==> src/rtl/hz_pkg.sv <==
package hz_pkg;

  // Latency of the unit that owns slot s (integer units are 1).
  function automatic int slot_lat(input int s, input int n_int,
                                  input int fp_lat, input int mem_lat);
    if (s < 2 * n_int) return 1;
    if (s < 2 * n_int + fp_lat + 1) return fp_lat;
    return mem_lat;
  endfunction

  // Stage number inside its unit: 1..lat for execute, lat+1 for writeback.
  // This is also the slot's depth (cycles since leaving register read).
  function automatic int slot_stage(input int s, input int n_int,
                                    input int fp_lat, input int mem_lat);
    if (s < 2 * n_int) return (s % 2) + 1;
    if (s < 2 * n_int + fp_lat + 1) return s - 2 * n_int + 1;
    return ((s - 2 * n_int - fp_lat - 1) % (mem_lat + 1)) + 1;
  endfunction

endpackage

==> src/rtl/hz_slot_cmp.sv <==
module hz_slot_cmp #(
  parameter int REG_W = 5
) (
  input  logic             vld,
  input  logic [REG_W-1:0] tag,
  input  logic             a_en,
  input  logic [REG_W-1:0] a_id,
  input  logic             b_en,
  input  logic [REG_W-1:0] b_id,
  input  logic             w_en,
  input  logic [REG_W-1:0] w_id,
  output logic             a_hit,
  output logic             b_hit,
  output logic             w_hit
);
  logic tag_live;
  assign tag_live = vld && (tag != '0);
  assign a_hit = tag_live && a_en && (a_id == tag);
  assign b_hit = tag_live && b_en && (b_id == tag);
  assign w_hit = tag_live && w_en && (w_id == tag);
endmodule

==> src/rtl/hz_src_pick.sv <==
module hz_src_pick
  import hz_pkg::*;
#(
  parameter int SLOTS   = 15,
  parameter int SEL_W   = 4,
  parameter int NUM_INT = 2,
  parameter int FP_LAT  = 4,
  parameter int MEM_LAT = 2
) (
  input  logic [SLOTS-1:0] hit,
  output logic [SEL_W-1:0] sel,
  output logic             blocked
);
  int  best;
  int  best_d;
  logic found;

  always_comb begin
    best   = 0;
    best_d = 0;
    found  = 1'b0;
    for (int s = 0; s < SLOTS; s++) begin
      if (hit[s] && (!found ||
          slot_stage(s, NUM_INT, FP_LAT, MEM_LAT) < best_d)) begin
        found  = 1'b1;
        best   = s;
        best_d = slot_stage(s, NUM_INT, FP_LAT, MEM_LAT);
      end
    end
    blocked = found && (best_d < slot_lat(best, NUM_INT, FP_LAT, MEM_LAT));
    sel     = (found && !blocked) ? SEL_W'(best + 1) : '0;
  end
endmodule

==> src/rtl/hz_interlock.sv <==
module hz_interlock
  import hz_pkg::*;
#(
  parameter int REG_W   = 5,
  parameter int NUM_INT = 2,
  parameter int FP_LAT  = 4,
  parameter int NUM_MEM = 2,
  parameter int MEM_LAT = 2,
  localparam int SLOTS  = NUM_INT * 2 + FP_LAT + 1 + NUM_MEM * (MEM_LAT + 1),
  localparam int SEL_W  = $clog2(SLOTS + 1)
) (
  input  logic                   clk,
  input  logic                   rst,
  input  logic                   in_vld,
  input  logic                   src1_en,
  input  logic [REG_W-1:0]       src1,
  input  logic                   src2_en,
  input  logic [REG_W-1:0]       src2,
  input  logic                   dst_en,
  input  logic [REG_W-1:0]       dst,
  input  logic [SLOTS-1:0]       slot_vld,
  input  logic [SLOTS*REG_W-1:0] slot_dst,
  output logic                   stall,
  output logic [SEL_W-1:0]       fwd1_sel,
  output logic [SEL_W-1:0]       fwd2_sel
);
  logic [SLOTS-1:0] hit1, hit2, hitw, waw_v, rdy_v;
  logic [REG_W-1:0] tag_a [SLOTS];
  logic             blk1, blk2;

  for (genvar s = 0; s < SLOTS; s++) begin : g_slot
    localparam bool_lat = slot_lat(s, NUM_INT, FP_LAT, MEM_LAT);
    localparam bool_stg = slot_stage(s, NUM_INT, FP_LAT, MEM_LAT);
    assign tag_a[s] = slot_dst[s*REG_W +: REG_W];
    hz_slot_cmp #(.REG_W(REG_W)) u_cmp (
      .vld  (slot_vld[s]),
      .tag  (tag_a[s]),
      .a_en (in_vld && src1_en),
      .a_id (src1),
      .b_en (in_vld && src2_en),
      .b_id (src2),
      .w_en (in_vld && dst_en),
      .w_id (dst),
      .a_hit(hit1[s]),
      .b_hit(hit2[s]),
      .w_hit(hitw[s])
    );
    // Only a stage that finishes after a newly issued op can reorder writes.
    if (bool_stg < bool_lat) begin : g_waw
      assign waw_v[s] = hitw[s];
      assign rdy_v[s] = 1'b0;
    end else begin : g_nowaw
      assign waw_v[s] = 1'b0;
      assign rdy_v[s] = 1'b1;
    end
  end

  hz_src_pick #(.SLOTS(SLOTS), .SEL_W(SEL_W), .NUM_INT(NUM_INT),
                .FP_LAT(FP_LAT), .MEM_LAT(MEM_LAT)) u_pick1 (
    .hit(hit1), .sel(fwd1_sel), .blocked(blk1));
  hz_src_pick #(.SLOTS(SLOTS), .SEL_W(SEL_W), .NUM_INT(NUM_INT),
                .FP_LAT(FP_LAT), .MEM_LAT(MEM_LAT)) u_pick2 (
    .hit(hit2), .sel(fwd2_sel), .blocked(blk2));

  assign stall = blk1 || blk2 || (|waw_v);

  // ---------------- embedded checks ----------------
  logic [SEL_W-1:0] i1, i2;
  assign i1 = fwd1_sel - 1'b1;
  assign i2 = fwd2_sel - 1'b1;

  assert_idle_R1: assert property (@(posedge clk) disable iff (rst)
    !in_vld |-> (!stall && fwd1_sel == '0 && fwd2_sel == '0));
  assert_fwd_rdy_R2: assert property (@(posedge clk) disable iff (rst)
    (fwd1_sel != '0) |-> rdy_v[i1]);
  assert_fwd_vld_R7: assert property (@(posedge clk) disable iff (rst)
    (fwd2_sel != '0) |-> slot_vld[i2]);
  assert_fwd_tag_R8: assert property (@(posedge clk) disable iff (rst)
    (fwd1_sel != '0) |-> (tag_a[i1] == src1));
  assert_zero_src1_R6: assert property (@(posedge clk) disable iff (rst)
    (!src1_en || src1 == '0) |-> (fwd1_sel == '0));
  assert_zero_src2_R6: assert property (@(posedge clk) disable iff (rst)
    (!src2_en || src2 == '0) |-> (fwd2_sel == '0));
endmodule

==> config.mk <==
export PLATFORM = sky130hd
export DESIGN_NAME = hz_interlock
export DESIGN_NICKNAME = d
export VERILOG_FILES = /design/src/rtl/hz_pkg.sv /design/src/rtl/hz_slot_cmp.sv /design/src/rtl/hz_src_pick.sv /design/src/rtl/hz_interlock.sv
export SDC_FILE = /design/constraint.sdc
export NUM_CORES = 1
export LEC_CHECK = 0
export ABC_AREA = 1
export BUFFER_PORTS_ARGS = -buffer_cell sky130_fd_sc_hd__buf_2
export CAP_MARGIN = 30
export CORE_UTILIZATION = 45
export DETAILED_ROUTE_END_ITERATION = 10
export PLACE_DENSITY = 0.8
export SLEW_MARGIN = 0
export SYNTH_ARGS = -nofsm -noshare
export SYNTH_HDL_FRONTEND = slang
export SYNTH_SLANG_ARGS = --single-unit
==> constraint.sdc <==
create_clock -name vclk -period 6.7
set_input_delay 1.34 -clock vclk [all_inputs]
set_output_delay 1.34 -clock vclk [all_outputs]
set_load 0.02 [all_outputs]
==> results.toml, run 1 <==
[global_route]
grt_pass1_wl_um = 23600
grt_max_degree = 23
antenna_found_initial = 0
grt_overflow = 0
first_global_vias = 4911
grtUsageTotal_pct = 28.4

[pwr]
power_leakage_nw = 2.72
totalPowerFinal_uw = 281
power_density_nw_per_um2 = 54.9
ir_drop_mv = 0.0519

[timing]
hold_viol = 0
setup_viol = 0
maxSlewHeadroom_pct = 58.0
min_period_over_period_pct = 95.2
max_freq_mhz = 157
fin_crit_ps = 6380
fin_ws_ps = 325
worstMarginPinSlew_ps = 624
drv_slew = 0

[placed_design]
port_buffers = 118
place_congestion = 0.965
dp_slack_ps = 289
dpl.hpwl_um = 11900

[logic_synthesis]
synth_common_cells = "nand2_1, inv_1, nor2_1"
yosysTopAreaCell = "nand2_1"
synth_area_leaders = "nand2_1, xor2_1, inv_1"
syn_inst = 800
synth_most_common_cell = "nand2_1"
synth_top_area_share_pct = 17.5
synth_nets = 919
yosysUniqueCellTypes = 60
netlist_area_um2 = 4540
yosysWarnings = 0
seq_area_frac_synth_pct = 0
synth_area_per_cell_um2 = 5.67

[clocking]
cts-resized-gates = 0
cts_setup_buffers = 0
hold_buffers = 0

[critical_path]
cp.arrival_ps = 5040
worst_setup_path_start_kind = "input pin"
crit_type = "input pin to primary output"
cp-end-kind = "primary output"
critPathMaxFanout = 9
crit_required_ps = 5360

[floorplan]
die_w_um = 102
core_area_um2 = 9770
die_area_um2 = 10500
die_y_um = 102
start_util_pct = 46.4
ioPinCount = 120
rows = 36

[final_layout]
fin_nets = 1021
nFlopsAndLatches = 0
nClkBuffers = 0
drive_above_1_share_pct = 24.0
syn_to_final_growth_pct = 13.0
ff_latch_area_um2 = 0
diodes = 0

[routing]
postRouteAntennaNets = 0
first_pass_iters = 5
wl_per_cell_um = 14.5
drt_iter0_markers = 363
vias = 5670
via_per_inst = 5.49
routed_wl_um = 15000
drc = 0

[min_path]
min_path_type = "input pin to primary output"

[run]
max-cap-violations = 0

[run_status]
status = "finished clean"
## layout make-up
type                       count  area [µm²]
fill                        1009        4650
multi-input combinational    656        3820
timing repair buffer         130         686
inverter                     114         450
tap                          133         166
## per-layer routing
layer | vias to the layer above | wire length, µm | track usage, %
li1 | 2811 | - | -
met1 | 2472 | 6420 | 39.0
met2 | 350 | 6550 | 46.2
met3 | 37 | 1660 | 2.94
met4 | 0 | 387 | 9.01
met5 | - | 0 | 0
## worst paths after layout
check	cells after the start	from	end	slack (ps)
max	27	src2[2]	stall	320
min	6	dst_en	stall	3130
## report_power, final
part	internal, mW	switching, mW	leakage [nW]	total, mW
Clock	0	0	0	0
Combinational	0.105	0.176	2.72	0.281
Sequential	0	0	0	0
## critical path, cell delays in order
cell and delay [ps]:
buf_2 260, buf_4 220, xor2_1 70, a21oi_1 120
nand3_1 80, nor2_1 370, inv_1 110, nand4_1 170
nand3_2 130, nand2_2 150, inv_2 70, nor2_1 130
nand3_1 130, a21oi_4 230, inv_2 50, nand2_2 90
ha_1 150, nand2_1 50, nand2_1 70, o31ai_1 80
ha_1 290, a21oi_1 190, nand3_1 150, nand2_1 90
inv_1 50, nand2_1 40, buf_2 150
## cells by family after synthesis
kind of cell             share of synthesized area (%)
adder cells (fa/ha/maj)                           2.21
AO/OA/AOI/OAI                                     13.1
AND/OR/NAND/NOR                                   52.0
XOR/XNOR                                          16.8
buffers and inverters                             15.9
## through the flow
stage	std cells	area [µm²]	hold slack, ps	setup TNS [ps]	util, %
6_report	1033	5130	3130	0	52.5
5_1_grt	1033	5130	3180	-0.421	52.5
4_1_cts	1033	5110	3130	0	52.3
3_5_place_dp	1033	5110	3130	0	52.3
3_3_place_gp	1033	5110	3130	0	52.3
2_1_floorplan	800	4540	2940	0	-
## layout by cell type (no fill, tap or decap), types with 5 or more instances in the layout
cell type	n
nand2_1	212
buf_2	116
inv_1	94
nor2_1	84
xor2_1	50
nand3_1	50
xnor2_1	37
nand4_1	30
nor3_1	24
o21ai_0	20
a21oi_1	20
nand2_2	18
nor4_1	15
inv_2	12
buf_4	12
nand3_2	8
ha_1	8
nor2_2	7
a21oi_2	5
o22ai_1	5
o211ai_1	5
Power figures use the tool's default switching activity.
==> run 2, diff against run 1 <==
- CORE_UTILIZATION: 45 -> 57
- PLACE_DENSITY: 0.8 -> 0.95
==> run 2 against run 1 <==
Effect of this change:
- utilization up 14 points
- power up 1.3%
- die area down 21%
- design area down 0.37%
- setup slack better by 35 ps
- critical path depth up 5
- critical path type unchanged
- first-iteration DRC count up 130%
==> results.toml, run 2 (same netlist as run 1, synthesis figures left out) <==
[placed_design]
placed_area_um2 = 5090
port_buffers = 118
place_congestion = 0.988
dp_slack_ps = 414
dpl.hpwl_um = 11700

[final_layout]
finalInstanceArea_um2 = 5110
layout_common_cells = "nand2_1, buf_2, inv_1, nor2_1"
nFillCells = 710
final_common_cell = "nand2_1"
nClkBuffers = 0
nFlopsAndLatches = 0
drive_above_1_share_pct = 24.5
diodes = 0
syn_to_final_growth_pct = 12.5
fin_nets = 1024
ff_latch_area_um2 = 0

[timing]
fin_crit_ps = 6340
rsz0062_at_grt = "false"
drv_slew = 0
min_period_over_period_pct = 94.6
fin_ws_ps = 360
maxSlewHeadroom_pct = 62.8
setup_tns_ps = 0
setup_viol = 0
hold_viol = 0
max_freq_mhz = 158
worstMarginPinSlew_ps = 551

[critical_path]
slowest_delay_ps = 410
crit_required_ps = 5360
cp-endpoint = "fwd1_sel[1]"
critPathMaxFanout = 16
crit_type = "input pin to primary output"
cp.arrival_ps = 5000
cp_slowest_cell = "buf_2"
cp-end-kind = "primary output"
timing.critical_path.mode_cell = "nand2_1"
startpoint = "src1[0]"
worst_setup_path_start_kind = "input pin"

[global_route]
first_global_vias = 5365
antenna_found_initial = 0
grtUsageTotal_pct = 35.5
grt_pass1_wl_um = 24600
grt_max_degree = 23
grt_overflow = 0

[routing]
drc = 0
routed_wl_um = 15100
highest_layer = "met4"
postRouteAntennaNets = 0
via_per_inst = 5.83
wl_met3_um = 2170
wl_met2_um = 6420
vias = 5861
first_pass_iters = 8
wl_met1_um = 5740
wl_per_cell_um = 15.0
drt_iter0_markers = 839

[clocking]
hold_buffers = 0
cts-resized-gates = 0
cts_setup_buffers = 0

[floorplan]
core_area_um2 = 7730
die_area_um2 = 8320
ioPinCount = 120
rows = 32
die_w_um = 91.2
start_util_pct = 58.7
die_y_um = 91.2

[pwr]
power_leakage_nw = 2.73
power_density_nw_per_um2 = 55.8
ir_drop_mv = 0.0496

[run]
max-cap-violations = 0

[run_status]
status = "finished clean"

[min_path]
min_path_type = "input pin to primary output"
## run 2: report_power, final
| part | internal, mW | switching (mW) | leakage (nW) |
|---|---|---|---|
| Combinational | 0.106 | 0.179 | 2.73 |
| Sequential | 0 | 0 | 0 |
| Clock | 0 | 0 | 0 |
| Total | 0.106 | 0.179 | 2.73 |
## run 2: worst min-delay path by stage
stage            from    end  slack [ps]  cells after the start
3_3_place_gp   dst_en  stall        3110                      6
3_5_place_dp   dst_en  stall        3120                      6
2_1_floorplan  in_vld  stall        2940                      4
6_report       dst_en  stall        3120                      6
4_1_cts        dst_en  stall        3120                      6
5_1_grt        dst_en  stall        3200                      6
## run 2: metrics by stage
step | total power [mW] | util [%] | cells | hold WS, ps
after floorplan | 0.188 | - | 800 | 2940
after global placement | 0.269 | 65.9 | 1005 | 3110
after detailed placement | 0.274 | 65.9 | 1005 | 3120
after CTS | 0.275 | 65.9 | 1005 | 3120
after global routing | 0.311 | 66.1 | 1005 | 3200
final | 0.285 | 66.1 | 1005 | 3120
## run 2: area by class of cell
cell class	instances	area, µm²	area share [%]
Inverter	114	448	8.77
Multi-Input combinational cell	656	3820	74.8
Timing Repair Buffer	133	709	13.9
Tap cell	102	128	2.50
## run 2: critical path, delay by kind of cell
kind	cells	cell delay (ps)
compound gates	3	440
buf+inv	5	870
fa+ha+maj	2	420
simple gates	22	1950
## run 2: layer usage
| metal | global-route usage (%) | vias up |
|---|---|---|
| met1 | 46.7 | 2483 |
| met3 | 3.35 | 85 |
| met2 | 57.7 | 482 |
| li1 | - | 2811 |
| met5 | 0 | - |
| met4 | 17.7 | 0 |
==> run 3, diff against run 2 <==
- CORE_UTILIZATION: 57 -> 35
- PLACE_DENSITY: 0.95 -> 0.57
==> run 3 against run 2 <==
Effect of this change:
- clock-buffer cell count unchanged
- design area is 3.3% higher
- wire length up 13%
- utilization shrank 24 points
- worst hold slack gained 14 ps
- global-route usage decreased by 10 points
- final cell count is 7.7% higher
- fmax is 1.2% lower
- combinational power up 2%
- critical path depth is 2 lower
- first-iteration DRC count is 55% lower
- power increased by 1.7%
- critical path type unchanged
- largest power group unchanged
- highest routed layer unchanged
==> results.toml, run 3 (same netlist as run 1, synthesis figures left out) <==
[final_layout]
multi_input_area_um2 = 3850
nFlopsAndLatches = 0
nClkBuffers = 0
nFillCells = 1440
final_common_cell = "nand2_1"
fin_cells = 1082
fin_nets = 1031
ff_latch_area_um2 = 0
post-route-util_pct = 41.8
diodes = 0
syn_to_final_growth_pct = 16.3
drive_above_1_share_pct = 25.2
layout_common_cells = "nand2_1, buf_2, inv_1, nor2_1, xor2_1"

[critical_path]
timing.critical_path.mode_cell = "nand2_1"
cp_num_buf_inv = 7
critPathMaxFanout = 11
crit_required_ps = 5360
crit_type = "input pin to primary output"
path_delay_family = "simple AND/OR/NAND/NOR gates"
slowest_delay_ps = 310
worst_setup_path_start_kind = "input pin"
cp.depth = 30
cp.arrival_ps = 5070
cp_slowest_cell = "ha_1"
cp-end-kind = "primary output"

[timing]
setup_viol = 0
setup_tns_ps = 0
max_freq_mhz = 156
drv_slew = 0
hold_viol = 0
min_period_over_period_pct = 95.7
fin_crit_ps = 6410
worstMarginPinSlew_ps = 631
rsz0062_at_grt = "false"
fin_ws_ps = 286
hold_ws_ps = 3140
maxSlewHeadroom_pct = 57.4

[routing]
via_per_inst = 5.15
vias = 5568
drt_iter0_markers = 378
wl_per_cell_um = 15.7
postRouteAntennaNets = 0
routed_wl_um = 17000
drc = 0
first_pass_iters = 5

[floorplan]
start_util_pct = 36.0
die_area_um2 = 13400
die_w_um = 116
core_area_um2 = 12600
ioPinCount = 120
rows = 41
die_y_um = 116

[placed_design]
dp_slack_ps = 322
dpl.hpwl_um = 13400
placedCellCount = 1080
port_buffers = 118
place_congestion = 0.894

[clocking]
hold_buffers = 0

[global_route]
grt_pass1_wl_um = 26600
grt_max_degree = 23
first_global_vias = 5132
antenna_found_initial = 0
grt_overflow = 0
grtUsageTotal_pct = 25.2

[min_path]
hold_path_depth = 6
min_path_type = "input pin to primary output"

[pwr]
power_density_nw_per_um2 = 54.9
power_leakage_nw = 2.77
ir_drop_mv = 0.0301

[run_status]
status = "finished clean"

[run]
max-cap-violations = 0
==> run 3: layout make-up <==
cell class                      count  area share [%]
Multi-Input combinational cell    656            72.9
Timing Repair Buffer              140            14.5
Inverter                          114            8.49
Tap cell                          172            4.08
==> run 3: timing repair <==
item,4_1_cts,5_1_grt
endpoints found under the setup margin,0,5
gates resized for setup,0,10
buffers inserted,0,2
endpoints found under the hold margin,0,0
==> run 3: report_power, final <==
group	leakage [nW]	internal, mW	total [mW]	switching (mW)
clock network	0	0	0	0
registers	0	0	0	0
logic	2.77	0.108	0.290	0.182
total	2.77	0.108	0.290	0.182
==> run 3: metrics by stage <==
step                      total power, mW  instance area (µm²)
after floorplan                     0.188                 4540
after global placement              0.283                 5220
final                               0.290                 5280
after CTS                           0.284                 5220
after detailed placement            0.283                 5220
after global routing                0.320                 5280
==> run 3: final timing paths <==
path | start | endpoint | slack, ps
setup / recovery | src2[3] | stall | 290
hold / removal | dst_en | stall | 3140
==> run 3: per-layer routing <==
| metal | share of wire [%] | track usage (%) |
|---|---|---|
| met4 | 2.0 | 5.47 |
| met1 | 46 | 34.6 |
| met2 | 45 | 42.8 |
| met5 | 0 | 0 |
| met3 | 7.3 | 2.09 |
